--- src/rtl/pwm_quad_pkg.sv ---
package pwm_quad_pkg;
   // word indices of the register map (byte offset / 4)
   localparam int IDX_CTL   = 0;
   localparam int IDX_RUN   = 1;
   localparam int IDX_DIV0  = 2;
   // bit position of the first force-high flag in the control word
   localparam int FORCE_LSB = 8;
endpackage

--- src/rtl/pwm_quad_div.sv ---
module pwm_quad_div #(
   parameter int DIV_W = 16
) (
   input  logic             clk,
   input  logic             rst_n,
   input  logic             run,
   input  logic [DIV_W-1:0] div,
   output logic             tick
);
   logic [DIV_W-1:0] cnt;
   logic             active;

   assign active = run && (div != '0);
   // >= lets a shrunk divide value recover at once
   assign tick   = active && (cnt >= div - DIV_W'(1));

   always_ff @(posedge clk or negedge rst_n) begin
      if (!rst_n)       cnt <= '0;
      else if (!active) cnt <= '0;
      else if (tick)    cnt <= '0;
      else              cnt <= cnt + DIV_W'(1);
   end

   p_hold_zero_r7: assert property (@(posedge clk) disable iff (!rst_n)
      !run |=> (cnt == '0));
   p_no_tick_div0_r8: assert property (@(posedge clk) disable iff (!rst_n)
      (div == '0) |-> !tick);
endmodule

--- src/rtl/pwm_quad_chan.sv ---
module pwm_quad_chan #(
   parameter int DUTY_W = 8
) (
   input  logic              clk,
   input  logic              rst_n,
   input  logic              run,
   input  logic              adv,
   input  logic              out_en,
   input  logic              force_hi,
   input  logic [DUTY_W-1:0] lvl,
   output logic              pwm
);
   logic [DUTY_W-1:0] step;

   always_ff @(posedge clk or negedge rst_n) begin
      if (!rst_n)    step <= '0;
      else if (!run) step <= '0;
      else if (adv)  step <= step + DUTY_W'(1);
   end

   assign pwm = out_en && (force_hi || (step < lvl));

   p_wrap_r4: assert property (@(posedge clk) disable iff (!rst_n)
      (run && adv && (step == '1)) |=> (step == '0));
   p_hold_r7: assert property (@(posedge clk) disable iff (!rst_n)
      (run && !adv) |=> $stable(step) || !run);
endmodule

--- src/rtl/pwm_quad_regs.sv ---
module pwm_quad_regs
   import pwm_quad_pkg::*;
#(
   parameter int NCH    = 4,
   parameter int AW     = 8,
   parameter int DW     = 32,
   parameter int DIV_W  = 16,
   parameter int DUTY_W = 8,
   parameter int SEL_W  = 2
) (
   input  logic                         clk,
   input  logic                         rst_n,
   input  logic [AW-1:0]                addr,
   input  logic                         wr_en,
   input  logic [DW-1:0]                wdata,
   output logic [DW-1:0]                rdata,
   output logic [NCH-1:0]               out_en_q,
   output logic [NCH-1:0]               force_q,
   output logic [NCH-1:0]               run_q,
   output logic [NCH-1:0][DIV_W-1:0]    div_q,
   output logic [NCH-1:0][DUTY_W-1:0]   lvl_q,
   output logic [NCH-1:0][SEL_W-1:0]    sel_q
);
   localparam int IW       = AW - 2;
   localparam int DUTY_IDX = IDX_DIV0 + NCH;

   logic [IW-1:0] idx;
   logic          unused_bits;

   assign idx         = addr[AW-1:2];
   assign unused_bits = ^{addr[1:0], wdata};

   always_ff @(posedge clk or negedge rst_n) begin
      if (!rst_n) begin
         out_en_q <= '0;
         force_q  <= '0;
         run_q    <= '0;
         div_q    <= '0;
         lvl_q    <= '0;
         sel_q    <= '0;
      end else if (wr_en) begin
         if (idx == IW'(IDX_CTL)) begin
            out_en_q <= wdata[NCH-1:0];
            force_q  <= wdata[FORCE_LSB +: NCH];
         end
         if (idx == IW'(IDX_RUN)) run_q <= wdata[NCH-1:0];
         for (int n = 0; n < NCH; n++) begin
            if (idx == IW'(IDX_DIV0 + n)) div_q[n] <= wdata[DIV_W-1:0];
            if (idx == IW'(DUTY_IDX + n)) begin
               lvl_q[n] <= wdata[DUTY_W-1:0];
               sel_q[n] <= wdata[DUTY_W +: SEL_W];
            end
         end
      end
   end

   always_comb begin
      rdata = '0;
      if (idx == IW'(IDX_CTL)) begin
         rdata[NCH-1:0]            = out_en_q;
         rdata[FORCE_LSB +: NCH]   = force_q;
      end
      if (idx == IW'(IDX_RUN)) rdata[NCH-1:0] = run_q;
      for (int n = 0; n < NCH; n++) begin
         if (idx == IW'(IDX_DIV0 + n)) rdata[DIV_W-1:0] = div_q[n];
         if (idx == IW'(DUTY_IDX + n)) begin
            rdata[DUTY_W-1:0]      = lvl_q[n];
            rdata[DUTY_W +: SEL_W] = sel_q[n];
         end
      end
   end

   p_write_lands_r2: assert property (@(posedge clk) disable iff (!rst_n)
      (wr_en && (idx == IW'(IDX_RUN))) |=> (run_q == $past(wdata[NCH-1:0])));
endmodule

--- src/rtl/pwm_quad.sv ---
module pwm_quad #(
   parameter int NCH    = 4,
   parameter int AW     = 8,
   parameter int DW     = 32,
   parameter int DIV_W  = 16,
   parameter int DUTY_W = 8,
   parameter int SEL_W  = 2
) (
   input  logic           clk,
   input  logic           rst_n,
   input  logic [AW-1:0]  addr,
   input  logic           wr_en,
   input  logic [DW-1:0]  wdata,
   output logic [DW-1:0]  rdata,
   output logic [NCH-1:0] pwm_o
);
   if (NCH < 1 || NCH > (1 << SEL_W)) begin : g_bad_nch
      $error("pwm_quad: NCH must fit the source select field");
   end
   if (DW < DIV_W || DW < 8 + NCH || DW < DUTY_W + SEL_W) begin : g_bad_dw
      $error("pwm_quad: data width too narrow for the fields");
   end
   if (AW - 2 < 4) begin : g_bad_aw
      $error("pwm_quad: address too narrow for the map");
   end

   logic [NCH-1:0]             out_en_q, force_q, run_q, ticks;
   logic [NCH-1:0][DIV_W-1:0]  div_q;
   logic [NCH-1:0][DUTY_W-1:0] lvl_q;
   logic [NCH-1:0][SEL_W-1:0]  sel_q;

   pwm_quad_regs #(
      .NCH(NCH), .AW(AW), .DW(DW), .DIV_W(DIV_W), .DUTY_W(DUTY_W), .SEL_W(SEL_W)
   ) u_regs (
      .clk(clk), .rst_n(rst_n), .addr(addr), .wr_en(wr_en), .wdata(wdata),
      .rdata(rdata), .out_en_q(out_en_q), .force_q(force_q), .run_q(run_q),
      .div_q(div_q), .lvl_q(lvl_q), .sel_q(sel_q)
   );

   for (genvar n = 0; n < NCH; n++) begin : g_ch
      logic adv;

      pwm_quad_div #(.DIV_W(DIV_W)) u_div (
         .clk(clk), .rst_n(rst_n), .run(run_q[n]), .div(div_q[n]), .tick(ticks[n])
      );

      assign adv = (int'(sel_q[n]) < NCH) ? ticks[sel_q[n]] : 1'b0;

      pwm_quad_chan #(.DUTY_W(DUTY_W)) u_chan (
         .clk(clk), .rst_n(rst_n), .run(run_q[n]), .adv(adv),
         .out_en(out_en_q[n]), .force_hi(force_q[n]), .lvl(lvl_q[n]),
         .pwm(pwm_o[n])
      );

      p_off_low_r6: assert property (@(posedge clk) disable iff (!rst_n)
         !out_en_q[n] |-> !pwm_o[n]);
      p_force_high_r5: assert property (@(posedge clk) disable iff (!rst_n)
         (out_en_q[n] && force_q[n]) |-> pwm_o[n]);
      p_zero_lvl_low_r4: assert property (@(posedge clk) disable iff (!rst_n)
         (!force_q[n] && (lvl_q[n] == '0)) |-> !pwm_o[n]);
   end
endmodule

--- config.mk ---
export PLATFORM = sky130hd
export DESIGN_NAME = pwm_quad
export DESIGN_NICKNAME = d
export VERILOG_FILES = /design/src/rtl/pwm_quad_pkg.sv /design/src/rtl/pwm_quad_div.sv /design/src/rtl/pwm_quad_chan.sv /design/src/rtl/pwm_quad_regs.sv /design/src/rtl/pwm_quad.sv
export SDC_FILE = /design/constraint.sdc
export NUM_CORES = 1
export LEC_CHECK = 0
export BUFFER_PORTS_ARGS = -buffer_cell sky130_fd_sc_hd__buf_2
export CAP_MARGIN = 25
export CORE_UTILIZATION = 40
export DETAILED_ROUTE_END_ITERATION = 8
export GPL_TIMING_DRIVEN = 1
export PLACE_DENSITY_LB_ADDON = 0.15
export SETUP_SLACK_MARGIN = 0.15
export SYNTH_ARGS = -nofsm -noshare
export SYNTH_HDL_FRONTEND = slang
export SYNTH_SLANG_ARGS = --single-unit
--- constraint.sdc ---
create_clock -name clk -period 8.3 [get_ports clk]
set_input_delay 2.49 -clock clk [delete_from_list [all_inputs] [get_ports clk]]
set_output_delay 2.49 -clock clk [all_outputs]
set_load 0.005 [all_outputs]
After elaboration in Yosys (flattened, before gate mapping)
Index checks and enable logic that the tools add are counted.

Output and inout port bits: 36. Logic and storage cells: 126. Register bits: 212.

Reduce and logical (&&, ||, !) cells: 31. Add/subtract/negate cells: 12. Muxes and demuxes: 35. Equality and inequality tests: 13. Magnitude comparators: 12.

Operators with widths (number): $mux 16 (12); $add 16x1->16 const B (4); $ge 16x16->1 (4); $mux 8 (8); $reduce_bool 16->1 (4); $sub 16x1->16 const B (4); $mux 10 (4); $add 8x1->8 const B (4); $lt 8x8->1 (4); $eq 6x3->1 const B (4); $reduce_and 2->1 (10); $eq 6x2->1 const B (2); $eq 6x4->1 const B (2); $logic_and 1x1->1 (12); $lt 2x3->1 const B (4); $mux 4 (3); $bmux 1 s2 (4); $ne 2x2->1 const B (4); $eq 6x1->1 const B (1); $logic_not 6->1 (1); $logic_or 1x1->1 (4); $mux 1 (4).

Depth between registers and ports, before layout
Depth after elaboration: 11. Mapped depth: 18. Gate-level depth less buffers: 17.

Modules after synthesis
A second synthesis with hierarchy kept.

Cell total of the unflattened synthesis: 1277. Area, all modules: 13467.9 um^2.

Modules (own cells, without submodules): pwm_quad_regs (cells an instance 404, times used 1, sequential area each 2902.8 um^2, area each 5382.7 um^2); pwm_quad_div (g_ch[2].u_div ...) (cells an instance 154, times used 2, sequential area each 400.4 um^2, area each 1360.1 um^2); pwm_quad_chan (cells an instance 60, times used 4, sequential area each 200.2 um^2, area each 606.8 um^2); pwm_quad_div (g_ch[0].u_div) (cells an instance 165, times used 1, sequential area each 400.4 um^2, area each 1467.7 um^2); pwm_quad_div (g_ch[1].u_div) (cells an instance 156, times used 1, sequential area each 400.4 um^2, area each 1380.1 um^2); pwm_quad (cells an instance 4, times used 1, sequential area each 0.0 um^2, area each 90.1 um^2).

Worst setup path before layout
No wires, ideal clock.

Path type: input-to-output. Start point: input port addr[3]. End point: output port rdata[9]. Buffers on the path: 2. Slack: 1732 ps. Stages: 6. Data arrival time: 4078 ps. Data required time: 5810 ps. Path through: clkbuf_1 -> buf_1 -> mux4_1 -> nand2_1 -> o21ai_0 -> a221o_1.

Longest elaborated chain between the ends: 10.

Ends and longest elaborated chain: start, declared (RTL line pwm_quad.sv:11) `input logic [AW-1:0] addr,`; $logic_not 6->1 (RTL line pwm_quad_regs.sv:59) `if (idx == IW'(IDX_CTL)) begin`; $mux 4 (RTL line pwm_quad_regs.sv:59); $mux 16 (RTL line pwm_quad_regs.sv:65) `if (idx == IW'(IDX_DIV0 + n)) rdata[DIV_W-1:0] = div_q[n];`; $mux 10 (RTL line pwm_quad_regs.sv:66) `if (idx == IW'(DUTY_IDX + n)) begin`; $mux 16 (RTL line pwm_quad_regs.sv:65); $mux 10 (RTL line pwm_quad_regs.sv:66); $mux 16 (RTL line pwm_quad_regs.sv:65); $mux 10 (RTL line pwm_quad_regs.sv:66); $mux 16 (RTL line pwm_quad_regs.sv:65); $mux 10 * (RTL line pwm_quad_regs.sv:66); end, declared (RTL line pwm_quad.sv:14) `output logic [DW-1:0] rdata,`.

Every way passes the cells marked *; elsewhere a longest branch is shown, timed or not.

Final worst setup path
Start point: input port addr[7]. End point: output port rdata[3].

Longest elaborated chain between the ends: 11.

Ends and longest elaborated chain: $logic_not 6->1 (RTL line pwm_quad_regs.sv:59); $mux 4 (RTL line pwm_quad_regs.sv:59); $mux 4 (RTL line pwm_quad_regs.sv:63) `if (idx == IW'(IDX_RUN)) rdata[NCH-1:0] = run_q;`; $mux 16 (RTL line pwm_quad_regs.sv:65); $mux 10 (RTL line pwm_quad_regs.sv:66); $mux 16 (RTL line pwm_quad_regs.sv:65); $mux 10 (RTL line pwm_quad_regs.sv:66); $mux 16 (RTL line pwm_quad_regs.sv:65); $mux 10 (RTL line pwm_quad_regs.sv:66); $mux 16 (RTL line pwm_quad_regs.sv:65); $mux 10 * (RTL line pwm_quad_regs.sv:66).

Marks and branches as above.

==> summary.md <==
* Detail Route Antenna Nets: 0
* final critical-path required period: 7.13 ns
* antenna violations before repair: 1
* Setup crit end kind: output pin
* Final Hold Vio Count: 0
* synthesized area divided by synthesized cell count: 10.1 um2
* Post-Synth Adder-Cell Area: 9.90%
* total inserted antenna cells: 0
* Post-DP HPWL: 24300 um
* buffering stage count on the worst path with inverters included: 2
* total clock sinks: 212
* CP max stage cell: or4b_2
* Yosys Warn Count: 0
* final RePlAce weighted congestion: 0.838
* fraction of final layout cells sized beyond drive strength 1: 16.3%
* post-cts resize count: 0
* final setup vio count: 0
* Period Utilization, post-route: 85.9%
* count of fill cells added during filler insertion: 3058
* Required @ worst endpoint: 5.81 ns
* worst hold path depth: 1
* clock tree from TritonCTS: done
* worst-case clock skew: 0.0176 ns
* Die Y: 183 um
* Global Route Usage Sum: 20.4%
* hold buffer count at CTS: 0
* CTS Root Cell: clkbuf_16
* insertion delay of the later-clocked pin in the worst-skew pair: 0.57 ns
* Layout Area Growth over Synthesis: 11.0%
* Hold Worst Slack: 0.503 ns
* total of max-cap violations: 0
* Die Width: 183 um
* Stages on worst setup path: 6
* clock buffer depth: 3
* data arrival time of the worst path: 4.64 ns
* cell with the most instances on the worst path: buf_2
* number of cell instances on the worst register-to-register path: 15
* Post-Place Worst Slack: 1.20 ns
* io pins: 79
* static leakage: 6.79 nW
* post-synth design cell area: 0.0131 mm2
* share of the synthesized area in the top cell type: 40.4%
* Worst slew margin: 45.1%
* global-route wire length before repair: 53300 um
* startpoint class of the critical path: primary input
* Port-buffer cells: 44
* Async SR Flop Fraction: 100%
* fraction of the mapped netlist area in compound gates: 9.36%
* pin count of the biggest net entering global routing: 106
* portion of the post-synthesis area used by sequential elements: 40.4%
* Final Max Slew Viols: 0
* min setup slack post-route: 1.17 ns
* depth of the CTS H-tree: 1
* most frequent cells after synthesis: 212 x dfrtp_1, 113 x nor2_1, 104 x ha_1
* WL per Instance: 18.5 um
* via count of the first global-routing pass: 9415
* Least-Margin Pin Slew: 0.823 ns
* ranking of synthesized cells by area: dfrtp_1 40%, ha_1 9.9%, mux2_2 8.7%
* routed via count: 9703
* library cell occupying the most area in the post-synthesis netlist: dfrtp_1
* outcome: completed
* primary flip-flop cell chosen by synthesis mapping: dfrtp_1
* Gate Count Post-Synth: 1303
* clock slew at the register clock pins of the worst setup and hold paths: 0.05 ns
* drt initial violations: 588
* via/cell ratio: 5.39
* Total Neg Setup Slack: 0 ns
* flip-flop and latch count after synthesis: 212
* cells along the critical path: buf_2 -> or4b_2 -> nor2_1 -> a222oi_1 -> o21ai_0 -> buf_2
* die area: 0.0336 mm2
* Largest stage delay, worst path: 0.85 ns
* number of nets at the end of the flow: 1493
* path category of the worst min-delay check: register to register
* mux cell area share after synthesis: 12.4%
* aggregate global routing overflow: 0
* Post-Synth XOR/XNOR Area: 7.67%
* post-layout power: 0.00304 W
* cell family with the largest share of critical-path delay: simple AND/OR/NAND/NOR gates
* EDFF count, synth: 0
* largest family of logic cells by synthesized area: simple AND/OR/NAND/NOR gates
* initial standard-cell utilization of the core: 41.1%
* area occupied by multi-input gates: 0.00734 mm2
* Total Routed Length: 33300 um
* Unique masters post-synth: 65
* biggest fanout along the worst timing path: 10
* drt drc: 0
* area fraction in and, or, nand and nor cells after synthesis: 16.1%
* Floorplan Core Area: 0.0320 mm2
* buffers inserted during post-CTS setup optimization: 0
* upper clock frequency limit: 0.140 GHz
* unrepaired setup endpoints after global routing: false
* power density over cell area: 208 mW/mm2
* Setup CP Type: primary input to output pin
* iteration count of the initial detailed-routing pass: 5
* CTS Buf Count: 27
* most common cell in the synthesized netlist: dfrtp_1
* VDD IR-drop max: 152 uV
* standard-cell row count: 65
* Sequential Area: 0.00531 mm2
per-stage QoR:
stage | area, um2 | instances | util (%)
after CTS | 14600 | 1800 | 45.6
after global routing | 14600 | 1800 | 45.6
after floorplan | 13200 | 1318 | -
after detailed placement | 13700 | 1752 | 43.0
after global placement | 13700 | 1752 | 43.0
final | 14600 | 1800 | 45.6
layout make-up:
| class | count | share of cell area, % |
|---|---|---|
| sequential | 212 | 36.4 |
| timing repair buffer | 54 | 2.09 |
| inverter | 61 | 1.57 |
| clock buffer | 36 | 5.14 |
| multi-input combinational | 990 | 50.4 |
| clock inverter | 12 | 0.729 |
| tap | 435 | 3.73 |
final timing paths:
kind                                           to  slack, ns        startpoint
setup / recovery                         rdata[3]       1.17           addr[7]
hold / removal                   u_regs.lvl_q[17]       0.50  u_regs.lvl_q[17]
setup reg to reg           g_ch[3].u_chan.step[7]       3.61   u_regs.div_q[2]
hold reg to reg                  u_regs.lvl_q[17]       0.50  u_regs.lvl_q[17]
max in group asynchronous  g_ch[2].u_chan.step[7]       4.98             rst_n
min in group asynchronous   g_ch[3].u_div.cnt[12]       2.00             rst_n
metal layers:
layer	up-vias	global-route usage [%]	wire (um)
met4	2	4.83	773
met3	55	3.16	1330
li1	4710	-	-
met2	187	32.5	15000
met5	-	0	12
met1	4749	28.9	16100
layout by cell type (no fill, tap or decap), drive strengths merged, types with 14 or more instances in the layout:
cell type and count:
ha 104, a21o 26, xnor2 58, buf 54, conb 16, o21ai 48
nand3 55, xor2 57, dfrtp 212, mux2 101, nor2 113, nand4 20
inv 61, nand2 103, a21oi 37, clkbuf 36, mux2i 28, a22oi 14
nand2b 19, and3 30, nor3 30
registers in the layout, summed over array words and instances, names as in the netlist:
name	cells
u_regs.force_q	4
u_regs.run_q	4
g_ch.u_div.cnt	64
u_regs.lvl_q	32
u_regs.div_q	64
u_regs.out_en_q	4
g_ch.u_chan.step	32
u_regs.sel_q	8
logic make-up after synthesis:
group / Yosys count
adder cells (fa/ha/maj): 104
XOR/XNOR: 115
multiplexers: 138
buffers and inverters: 116
flip-flops: 212
AO/OA/AOI/OAI: 188
AND/OR/NAND/NOR: 429
other: 1
power by group:
part           switching (W)  internal [W]
clock               0.000474      0.000666
sequential          0.000144       0.00113
combinational       0.000329      0.000292
(Power assumes the default switching activity.)
